### config.mk
export PLATFORM = sky130hd
export DESIGN_NAME = smb_idx_target
export DESIGN_NICKNAME = d
export VERILOG_FILES = /design/src/rtl/smb_idx_pkg.sv /design/src/rtl/smb_line_filter.sv /design/src/rtl/smb_bus_events.sv /design/src/rtl/smb_reg_bank.sv /design/src/rtl/smb_idx_fsm.sv /design/src/rtl/smb_idx_target.sv
export SDC_FILE = /design/constraint.sdc
export NUM_CORES = 1
export LEC_CHECK = 0
export ABC_AREA = 1
export BUFFER_PORTS_ARGS = -buffer_cell sky130_fd_sc_hd__buf_4
export CORE_ASPECT_RATIO = 0.9
export CORE_MARGIN = 3
export CORE_UTILIZATION = 50
export CTS_BUF_LIST = sky130_fd_sc_hd__clkbuf_2
export DETAILED_ROUTE_END_ITERATION = 12
export PLACE_DENSITY = 0.84
export SLEW_MARGIN = 15
export SYNTH_ARGS = -nofsm -noshare
export SYNTH_HDL_FRONTEND = slang
export SYNTH_HIERARCHICAL = 1
export SYNTH_SLANG_ARGS = --single-unit
### constraint.sdc
create_clock -name clk -period 2.94 [get_ports clk]
set_input_delay 0.147 -clock clk [delete_from_list [all_inputs] [get_ports clk]]
set_output_delay 0.147 -clock clk [all_outputs]
set_load 0.02 [all_outputs]
### src/rtl/smb_idx_pkg.sv
package smb_idx_pkg;
  localparam int BYTE_W = 8;

  typedef enum logic [2:0] {
    ST_IDLE,
    ST_RX,
    ST_RXACK,
    ST_TX,
    ST_TXACK,
    ST_WAIT
  } smb_state_e;

  typedef enum logic [1:0] {
    PH_ADDR,
    PH_INDEX,
    PH_COUNT,
    PH_DATA
  } smb_phase_e;
endpackage

### src/rtl/smb_line_filter.sv
module smb_line_filter #(
  parameter int   SYNC_STAGES = 2,
  parameter int   FILT_LEN    = 3,
  parameter logic IDLE_LVL    = 1'b1
) (
  input  logic clk,
  input  logic rst,
  input  logic din,
  output logic dout
);
  logic [SYNC_STAGES-1:0] sync_q;
  logic [FILT_LEN-1:0]    hist_q;
  logic                   out_q;

  always_ff @(posedge clk) begin
    if (rst) begin
      sync_q <= {SYNC_STAGES{IDLE_LVL}};
      hist_q <= {FILT_LEN{IDLE_LVL}};
      out_q  <= IDLE_LVL;
    end else begin
      sync_q <= {sync_q[SYNC_STAGES-2:0], din};
      hist_q <= {hist_q[FILT_LEN-2:0], sync_q[SYNC_STAGES-1]};
      if (&hist_q)
        out_q <= 1'b1;
      else if (~|hist_q)
        out_q <= 1'b0;
    end
  end

  assign dout = out_q;
endmodule

### src/rtl/smb_bus_events.sv
module smb_bus_events (
  input  logic clk,
  input  logic rst,
  input  logic scl_f,
  input  logic sda_f,
  output logic scl_rise,
  output logic scl_fall,
  output logic start_det,
  output logic stop_det
);
  logic scl_p, sda_p;

  always_ff @(posedge clk) begin
    if (rst) begin
      scl_p <= 1'b1;
      sda_p <= 1'b1;
    end else begin
      scl_p <= scl_f;
      sda_p <= sda_f;
    end
  end

  assign scl_rise  = scl_f & ~scl_p;
  assign scl_fall  = ~scl_f & scl_p;
  assign start_det = scl_f & scl_p & sda_p & ~sda_f;
  assign stop_det  = scl_f & scl_p & ~sda_p & sda_f;
endmodule

### src/rtl/smb_reg_bank.sv
module smb_reg_bank #(
  parameter int NREG    = 16,
  parameter int CNT_IDX = 8,
  localparam int PW     = $clog2(NREG),
  localparam int BW     = smb_idx_pkg::BYTE_W
) (
  input  logic             clk,
  input  logic             rst,
  input  logic             wr_en,
  input  logic [PW-1:0]    wr_idx,
  input  logic [BW-1:0]    wr_data,
  input  logic [PW-1:0]    rd_idx,
  output logic [BW-1:0]    rd_data,
  output logic [BW-1:0]    cnt_data,
  output logic [NREG*BW-1:0] regs_o
);
  localparam logic [PW-1:0] CNT_SEL = PW'(CNT_IDX);

  logic [BW-1:0] mem_q [NREG];

  always_ff @(posedge clk) begin
    if (rst) begin
      for (int i = 0; i < NREG; i++) mem_q[i] <= '0;
    end else if (wr_en) begin
      mem_q[wr_idx] <= wr_data;
    end
  end

  assign rd_data  = mem_q[rd_idx];
  assign cnt_data = mem_q[CNT_SEL];

  for (genvar g = 0; g < NREG; g++) begin : g_out
    assign regs_o[g*BW +: BW] = mem_q[g];
  end
endmodule

### src/rtl/smb_idx_fsm.sv
module smb_idx_fsm
  import smb_idx_pkg::*;
#(
  parameter int         NREG  = 16,
  parameter logic [6:0] ADDR7 = 7'h69,
  localparam int        PW    = $clog2(NREG)
) (
  input  logic              clk,
  input  logic              rst,
  input  logic              sda_lvl,
  input  logic              scl_rise,
  input  logic              scl_fall,
  input  logic              start_det,
  input  logic              stop_det,
  input  logic [BYTE_W-1:0] cnt_data,
  input  logic [BYTE_W-1:0] rd_data,
  output logic              sda_oe,
  output logic              wr_en,
  output logic [PW-1:0]     ptr,
  output logic [BYTE_W-1:0] wr_data
);
  smb_state_e        state_q;
  smb_phase_e        phase_q;
  logic [3:0]        bitcnt_q;
  logic [BYTE_W-1:0] sh_q;
  logic [PW-1:0]     ptr_q;
  logic              oe_q;
  logic              go_tx_q;
  logic              acked_q;
  logic              byte_done;

  assign byte_done = scl_fall && (state_q == ST_RX) && (bitcnt_q == 4'd8);
  assign wr_en     = byte_done && (phase_q == PH_DATA) && !start_det && !stop_det;
  assign wr_data   = sh_q;
  assign ptr       = ptr_q;
  assign sda_oe    = oe_q;

  always_ff @(posedge clk) begin
    if (rst) begin
      state_q  <= ST_IDLE;
      phase_q  <= PH_ADDR;
      bitcnt_q <= '0;
      sh_q     <= '0;
      ptr_q    <= '0;
      oe_q     <= 1'b0;
      go_tx_q  <= 1'b0;
      acked_q  <= 1'b0;
    end else if (stop_det) begin
      state_q <= ST_IDLE;
      oe_q    <= 1'b0;
      go_tx_q <= 1'b0;
    end else if (start_det) begin
      state_q  <= ST_RX;
      phase_q  <= PH_ADDR;
      bitcnt_q <= '0;
      oe_q     <= 1'b0;
      go_tx_q  <= 1'b0;
    end else begin
      unique case (state_q)
        ST_RX: begin
          if (scl_rise && bitcnt_q < 4'd8) begin
            sh_q     <= {sh_q[BYTE_W-2:0], sda_lvl};
            bitcnt_q <= bitcnt_q + 4'd1;
          end else if (byte_done) begin
            unique case (phase_q)
              PH_ADDR: begin
                if (sh_q[BYTE_W-1:1] == ADDR7) begin
                  oe_q    <= 1'b1;
                  state_q <= ST_RXACK;
                  go_tx_q <= sh_q[0];
                  phase_q <= PH_INDEX;
                end else begin
                  state_q <= ST_WAIT;
                end
              end
              PH_INDEX: begin
                ptr_q   <= sh_q[PW-1:0];
                oe_q    <= 1'b1;
                state_q <= ST_RXACK;
                phase_q <= PH_COUNT;
              end
              PH_COUNT: begin
                oe_q    <= 1'b1;
                state_q <= ST_RXACK;
                phase_q <= PH_DATA;
              end
              default: begin
                ptr_q   <= ptr_q + PW'(1);
                oe_q    <= 1'b1;
                state_q <= ST_RXACK;
              end
            endcase
          end
        end
        ST_RXACK: begin
          if (scl_fall) begin
            bitcnt_q <= '0;
            if (go_tx_q) begin
              go_tx_q <= 1'b0;
              sh_q    <= cnt_data;
              oe_q    <= ~cnt_data[BYTE_W-1];
              state_q <= ST_TX;
            end else begin
              oe_q    <= 1'b0;
              state_q <= ST_RX;
            end
          end
        end
        ST_TX: begin
          if (scl_rise && bitcnt_q < 4'd8) begin
            bitcnt_q <= bitcnt_q + 4'd1;
          end else if (scl_fall) begin
            if (bitcnt_q == 4'd8) begin
              oe_q    <= 1'b0;
              acked_q <= 1'b0;
              state_q <= ST_TXACK;
            end else begin
              oe_q <= ~sh_q[BYTE_W-2];
              sh_q <= {sh_q[BYTE_W-2:0], 1'b0};
            end
          end
        end
        ST_TXACK: begin
          if (scl_rise) begin
            if (!sda_lvl) acked_q <= 1'b1;
            else          state_q <= ST_WAIT;
          end else if (scl_fall && acked_q) begin
            acked_q  <= 1'b0;
            sh_q     <= rd_data;
            oe_q     <= ~rd_data[BYTE_W-1];
            ptr_q    <= ptr_q + PW'(1);
            bitcnt_q <= '0;
            state_q  <= ST_TX;
          end
        end
        default: begin
          oe_q <= 1'b0;
        end
      endcase
    end
  end
endmodule

### src/rtl/smb_idx_target.sv
module smb_idx_target
  import smb_idx_pkg::*;
#(
  parameter int         NREG        = 16,
  parameter logic [6:0] ADDR7       = 7'h69,
  parameter int         CNT_IDX     = 8,
  parameter int         SYNC_STAGES = 2,
  parameter int         FILT_LEN    = 3,
  localparam int        PW          = $clog2(NREG)
) (
  input  logic                   clk,
  input  logic                   rst,
  input  logic                   scl_i,
  input  logic                   sda_i,
  output logic                   sda_oe,
  output logic [NREG*BYTE_W-1:0] regs_o
);
  logic [1:0]        line_raw;
  logic [1:0]        line_flt;
  logic              scl_flt, sda_flt;
  logic              scl_rise, scl_fall, start_det, stop_det;
  logic              wr_en;
  logic [PW-1:0]     ptr;
  logic [BYTE_W-1:0] wr_data, rd_data, cnt_data;

  assign line_raw = {sda_i, scl_i};

  for (genvar g = 0; g < 2; g++) begin : g_line
    smb_line_filter #(
      .SYNC_STAGES(SYNC_STAGES),
      .FILT_LEN   (FILT_LEN),
      .IDLE_LVL   (1'b1)
    ) u_flt (
      .clk (clk),
      .rst (rst),
      .din (line_raw[g]),
      .dout(line_flt[g])
    );
  end

  assign scl_flt = line_flt[0];
  assign sda_flt = line_flt[1];

  smb_bus_events u_evt (
    .clk      (clk),
    .rst      (rst),
    .scl_f    (scl_flt),
    .sda_f    (sda_flt),
    .scl_rise (scl_rise),
    .scl_fall (scl_fall),
    .start_det(start_det),
    .stop_det (stop_det)
  );

  smb_idx_fsm #(
    .NREG (NREG),
    .ADDR7(ADDR7)
  ) u_fsm (
    .clk      (clk),
    .rst      (rst),
    .sda_lvl  (sda_flt),
    .scl_rise (scl_rise),
    .scl_fall (scl_fall),
    .start_det(start_det),
    .stop_det (stop_det),
    .cnt_data (cnt_data),
    .rd_data  (rd_data),
    .sda_oe   (sda_oe),
    .wr_en    (wr_en),
    .ptr      (ptr),
    .wr_data  (wr_data)
  );

  smb_reg_bank #(
    .NREG   (NREG),
    .CNT_IDX(CNT_IDX)
  ) u_bank (
    .clk     (clk),
    .rst     (rst),
    .wr_en   (wr_en),
    .wr_idx  (ptr),
    .wr_data (wr_data),
    .rd_idx  (ptr),
    .rd_data (rd_data),
    .cnt_data(cnt_data),
    .regs_o  (regs_o)
  );
endmodule

==> reports/results.ini, run 1 <==
[pwr]
p_per_area_nw_per_um2 = 702.9
irDropWorstVdd_mv = 0.4095
p_total_mw = 7.076
p_leak_nw = 4.694

[placed_design]
placed_area_sq_um = 9754
dp_hpwl_microns = 18560
numPortBuffers = 132
place_ws_ns = 0.4423
dp.cells = 1404
gp_congestion = 0.9861

[cts]
numCtsBuffers = 17
clk_pin_slew_worst_paths_ns = 0.24
tritoncts = yes
insertion_delay_ns = 0.73
clock_path_buffers = 2
cts_root_buf = clkbuf_2
htree_levels = 4
cts_resized = 0
cts_sinks = 166

[logic_synthesis]
synth_top_area_frac = 0.4453
synth.area.mux_share = 0
syn_area_sq_um = 8631
syn_area_per_cell_sq_um = 7.860
yosysWarnings = 6
syn_inst = 1098
synth_area_leader_cell = edfxtp_1
synth-seq-cells = 166
synthTopCellsByArea = edfxtp_1 45%, nand2_1 14%, dfxtp_1 8.8%
ys_seq_area_frac = 0.5335
ys_types = 31
syn_nets = 1109
synth-simple-area-share = 0.3385
synth_top_family_by_area = simple AND/OR/NAND/NOR gates
synth_fa_ha_area_frac = 0.01015
yosys.area_share.xor_xnor = 0.003044
synth_compound_area_frac = 0.01769

[routing]
dr.pass1.iters = 7
drt-total-wl_microns = 25760
route.detailed.drc = 0
vias = 7928
routed_via_density = 5.498
wl_per_cell_microns = 17.87
ant_nets = 0
first_iter_violations = 1226

[timing]
rsz0062_at_grt = no
min_period_ns = 2.584
setup_viol = 0
tns_ns = 0
timing.final.ws_setup_ns = 0.3556
relSlewSlack = 0.3612
fmax_ghz = 0.3869
worst_pin_slew_ns = 0.9571
hold_ws_ns = 0.2673
post-route-period-util = 0.8790
finalClockSkew_ns = 0.04060
hold_viol = 0
slew_violations = 0

[floorplan]
io_pins = 133
die_x_microns = 144.5
num_rows = 44
start_util = 0.5226
die_h_microns = 130.6
core-area_sq_um = 16520
die_area_sq_um = 18880

[worst_setup_path]
cp.arrival_ns = 3.01
cp_slowest_cell = dfxtp_1
worst_setup_path_end_kind = flop
start_kind = flop
path_cells = inv_1, nand2_2, inv_1, nand2_1, nor2_1, and3_1, nand2_4, nor3_4, nand2_2, nand2_1
required_ns = 3.36
crit_path_max_incr_delay_ns = 0.43
cp_max_fo = 9
path_class = flop to flop

[finish]
areaGrowthSynthToFinish_pct = 16.64
fillers = 1397
final_cells = 1442
fin_util = 0.6095
design_area_sq_um = 10070
final_nets = 1232
drive_above_1_share = 0.1702

[global_route]
antenna_found_initial = 1
grt_pass1_vias = 7225
grt_max_degree = 56
grt_pass1_wl_microns = 38250
overflow = 0
grt_usage = 0.2705

[run_status]
outcome = finished, final reports clean

[min_path]
hold_path_class = primary input to flop

[run]
maxCapViolCount = 0

-- logic make-up (layout without fill, tap and decap cells) --
kind of cell / Yosys count / after routing
xor gates and xnor gates: 3 / 3
and+or+nand+nor: 687 / 687
adders and majority gates: 7 / 7
AOI/OAI and AO/OA: 30 / 30
DFF: 166 / 166
other: 0 / 1
buffers and inverters: 205 / 341
-- cells in the final DEF, fill, tap and decap left out --
| cell type | instances |
|---|---|
| ha_1 | 7 |
| nand2_1 | 311 |
| and2b_1 | 1 |
| inv_1 | 157 |
| nor2_4 | 2 |
| and3_1 | 1 |
| xor2_1 | 1 |
| or2_1 | 6 |
| inv_6 | 4 |
| buf_4 | 145 |
| nand2_2 | 16 |
| nor2_1 | 201 |
| o211ai_1 | 1 |
| nor3_1 | 3 |
| o21ai_0 | 9 |
| clkbuf_2 | 18 |
| dfxtp_2 | 1 |
| nand4_1 | 3 |
| inv_4 | 1 |
| inv_8 | 2 |
| nor3_2 | 1 |
| nor3_4 | 3 |
| nand3_1 | 130 |
| dfxtp_1 | 37 |
| bufinv_16 | 3 |
| edfxtp_1 | 128 |
| nor2_2 | 2 |
| inv_2 | 4 |
| clkinv_2 | 1 |
| nand3b_1 | 1 |
| diode_2 | 1 |
| xnor2_1 | 2 |
| or2_2 | 1 |
| dlygate4sd3_1 | 5 |
| buf_12 | 1 |
| nand2_4 | 5 |
| a21oi_1 | 20 |
-- cell type report --
type | count | area, sq um | share of cell area
well taps | 207 | 259.0 | 0.02573
multi-input cells | 727 | 3188 | 0.3167
repair buffers | 151 | 1159 | 0.1151
flip-flops and latches | 166 | 4606 | 0.4575
clock inverters | 14 | 170.2 | 0.01690
clock buffers | 18 | 90.09 | 0.008949
inverters | 158 | 593.1 | 0.05891
diodes | 1 | 2.502 | 0.0002486
-- power by group --
| part | total [mW] | leakage (nW) | internal (mW) | switching, mW |
|---|---|---|---|---|
| clock network | 1.32 | 0.170 | 0.495 | 0.829 |
| logic | 2.80 | 2.89 | 0.760 | 2.05 |
| registers | 2.95 | 1.63 | 2.70 | 0.242 |
| total | 7.08 | 4.69 | 3.96 | 3.12 |
-- path summary, 6_finish.rpt --
path         slack [ns]                   endpoint  depth (start not counted)                      start
max                0.36         u_bank/mem_q[9][4]                         10           u_fsm/state_q[2]
max reg2reg        0.36         u_bank/mem_q[9][4]                         10           u_fsm/state_q[2]
min                0.27          u_fsm/bitcnt_q[2]                          3                        rst
min reg2reg        0.39  g_line[0].u_flt/sync_q[1]                          1  g_line[0].u_flt/sync_q[0]
-- worst max-delay path: cells and delay by family, from the launching register on --
family                 cells  cell delay [ns]
buffers and inverters      2             0.25
DFF                        1             0.43
and+or+nand+nor            8             1.61
-- synthesized netlist by cell type, drive strengths merged --
cell type,n
nand2,332
nor2,205
inv,158
nand3,130
edfxtp,128
dfxtp,38
buf,32
a21oi,20
clkbuf,15
o21ai,9
ha,7
nor3,7
or2,7
nand4,3
xnor2,2
and2b,1
and3,1
nand3b,1
o211ai,1
xor2,1
-- metal layers --
layer,routed length [microns],part of all wire,track usage
met3,3970,0.15,0.09534
met4,913,0.035,0.1146
met2,10800,0.42,0.3803
met5,0,0,0
met1,10080,0.39,0.3808
-- sequential cells by signal, summed over array words and instances (netlist names), 2 cells and up --
name,flops
u_fsm/ptr,4
g_line.u_flt/dout,2
g_line.u_flt/sync_q,4
u_fsm/state_q,3
u_bank/mem_q,128
u_fsm/bitcnt_q,4
u_fsm/wr_data,8
u_fsm/phase_q,2
g_line.u_flt/hist_q,6
-- timing repair --
action / CTS / global route
endpoints found under the hold margin: 26 / 0
hold buffers: 5 / 0
buffers inserted: 0 / 0
Power figures use the tool's default switching activity.
==> run 2: changes to the inputs <==
clock period = 2.8 ns   (was 2.94 ns; I/O delays follow)
==> run 2 against run 1 <==
Via count decreased by 0.43%; critical path depth stayed put; first-iteration DRC count is 11% higher; total power is 0.98% higher; highest routed layer unchanged; die area unchanged; sequential share of layout area is 0.20 points higher; routed wire length shrank 1.9%; critical endpoint is now u_bank/mem_q[3][5]; critical path type unchanged.
==> reports/results.ini, run 2 (same netlist as run 1, synthesis figures left out) <==
[run_status]
outcome = finished, final reports clean

[finish]
areaGrowthSynthToFinish_pct = 16.14
layout.area.seq_sq_um = 4606
final_nets = 1235
layout_commonest_cell = nand2_1
final_cell_mix = 311 x nand2_1, 201 x nor2_1, 156 x inv_1, 148 x buf_4, 130 x nand3_1
drive_above_1_share = 0.1722
regMostFlops = u_bank/mem_q
fillers = 1450
fin_util = 0.6069
multi_input_area_sq_um = 3188
largest_register_ffs = 128

[worst_setup_path]
reg2reg_from = u_fsm/state_q[2]
crit_start = u_fsm/state_q[2]
start_kind = flop
cp_max_fo = 9
worst_setup_path_end_kind = flop
crit_path_max_incr_delay_ns = 0.43
critPathBufInv = 2
crit_cells = 10
required_ns = 3.23
path_cells = inv_1, nand2_2, inv_1, nand2_1, nor2_1, and3_1, nand2_4, nor3_4, nand2_2, nand2_1
critPathTopFamily = simple AND/OR/NAND/NOR gates
path_class = flop to flop
rr_worst_depth = 10
cp.arrival_ns = 2.97
cp_slowest_cell = dfxtp_1

[timing]
rsz0062_at_grt = no
tns_ns = 0
finalClockSkew_ns = 0.02831
slew_violations = 0
hold_viol = 0
worst_pin_slew_ns = 0.9727
setup_viol = 0
relSlewSlack = 0.3508
post-route-period-util = 0.9076
min_period_ns = 2.541
fmax_ghz = 0.3935

[cts]
clock_path_buffers = 2
numCtsBuffers = 17
htree_levels = 4
cts_resized = 0
clk_pin_slew_worst_paths_ns = 0.23
insertion_delay_ns = 0.73
postCtsSetupBuffers = 0
cts_sinks = 166
cts_root_buf = clkbuf_2
tritoncts = yes

[global_route]
antenna_found_initial = 0
overflow = 0
grt_pass1_wl_microns = 37890
grt_max_degree = 73
grt_usage = 0.2669
grt_pass1_vias = 7064

[min_path]
worstHoldPathCells = 3
hp-start = rst
hold_path_class = primary input to flop

[routing]
vias = 7894
wl_per_cell_microns = 17.49
routed_via_density = 5.463
first_iter_violations = 1361
ant_nets = 0
dr.pass1.iters = 6
drt-total-wl_microns = 25270
route.detailed.drc = 0

[floorplan]
die_x_microns = 144.5
die_area_sq_um = 18880
core-area_sq_um = 16520
num_rows = 44
die_h_microns = 130.6
io_pins = 133
start_util = 0.5226

[pwr]
p_per_area_nw_per_um2 = 712.8
irDropWorstVdd_mv = 0.4280
p_leak_nw = 4.648

[placed_design]
gp_congestion = 0.9688
dp_hpwl_microns = 18170
numPortBuffers = 132

[run]
maxCapViolCount = 0

[run 2: changes by cell type in the layout (fill, tap and decap cells not counted), sizes merged]
cell / change
clkbuf: +1
clkinv: +4
inv: -6
bufinv: -3
clkinvlp: +4
buf: +3
[run 2: worst reg2reg max path, stage by stage, from the launching register on]
cell	delay, ns
dfxtp_1	0.43
inv_1	0.14
nand2_2	0.09
inv_1	0.12
nand2_1	0.11
nor2_1	0.16
and3_1	0.25
nand2_4	0.12
nor3_4	0.32
nand2_2	0.20
nand2_1	0.32
[run 2: metrics by stage]
step	cells	total power, mW	setup WS (ns)	instance area (sq um)	hold slack [ns]
4_1_cts	1444	7.065	0.3086	10020	0.1911
2_1_floorplan	1098	5.085	0.6864	8631	0.2319
5_1_grt	1444	7.549	0.1027	10020	0.2130
3_5_place_dp	1407	5.971	0.3387	9777	0.3233
3_3_place_gp	1407	5.931	0.4552	9777	0.3191
6_report	1445	7.145	0.2588	10020	0.2741
[run 2: final timing paths]
kind,slack [ns],endpoint
worst min register to register,0.41,g_line[0].u_flt/hist_q[0]
worst max-delay path,0.26,u_bank/mem_q[3][5]
worst min-delay path,0.27,u_fsm/bitcnt_q[2]
worst max register to register,0.26,u_bank/mem_q[3][5]
[run 2: final cells by class]
cell class	instances	share of cell area
Inverter	158	0.05917
Clock buffer	19	0.009487
Antenna cell	1	0.0002497
Clock inverter	13	0.009861
Tap cell	207	0.02584
Multi-Input combinational cell	727	0.3181
Timing Repair Buffer	154	0.1178
Sequential cell	166	0.4595
[run 2: layer usage]
metal  GRT usage  wire length [microns]
met2      0.3947                  10830
met4     0.08283                    738
met5           0                      0
met3     0.08297                   3859
met1      0.3793                   9844
[run 2: what timing repair did]
item                                   CTS  global route
endpoints found under the hold margin   27             0
hold buffers                             5             0
setup endpoints to repair                0             0
[run 2: power by group]
group	switching, mW	internal, mW
clock	0.854	0.248
combinational	2.19	0.801
sequential	0.210	2.84
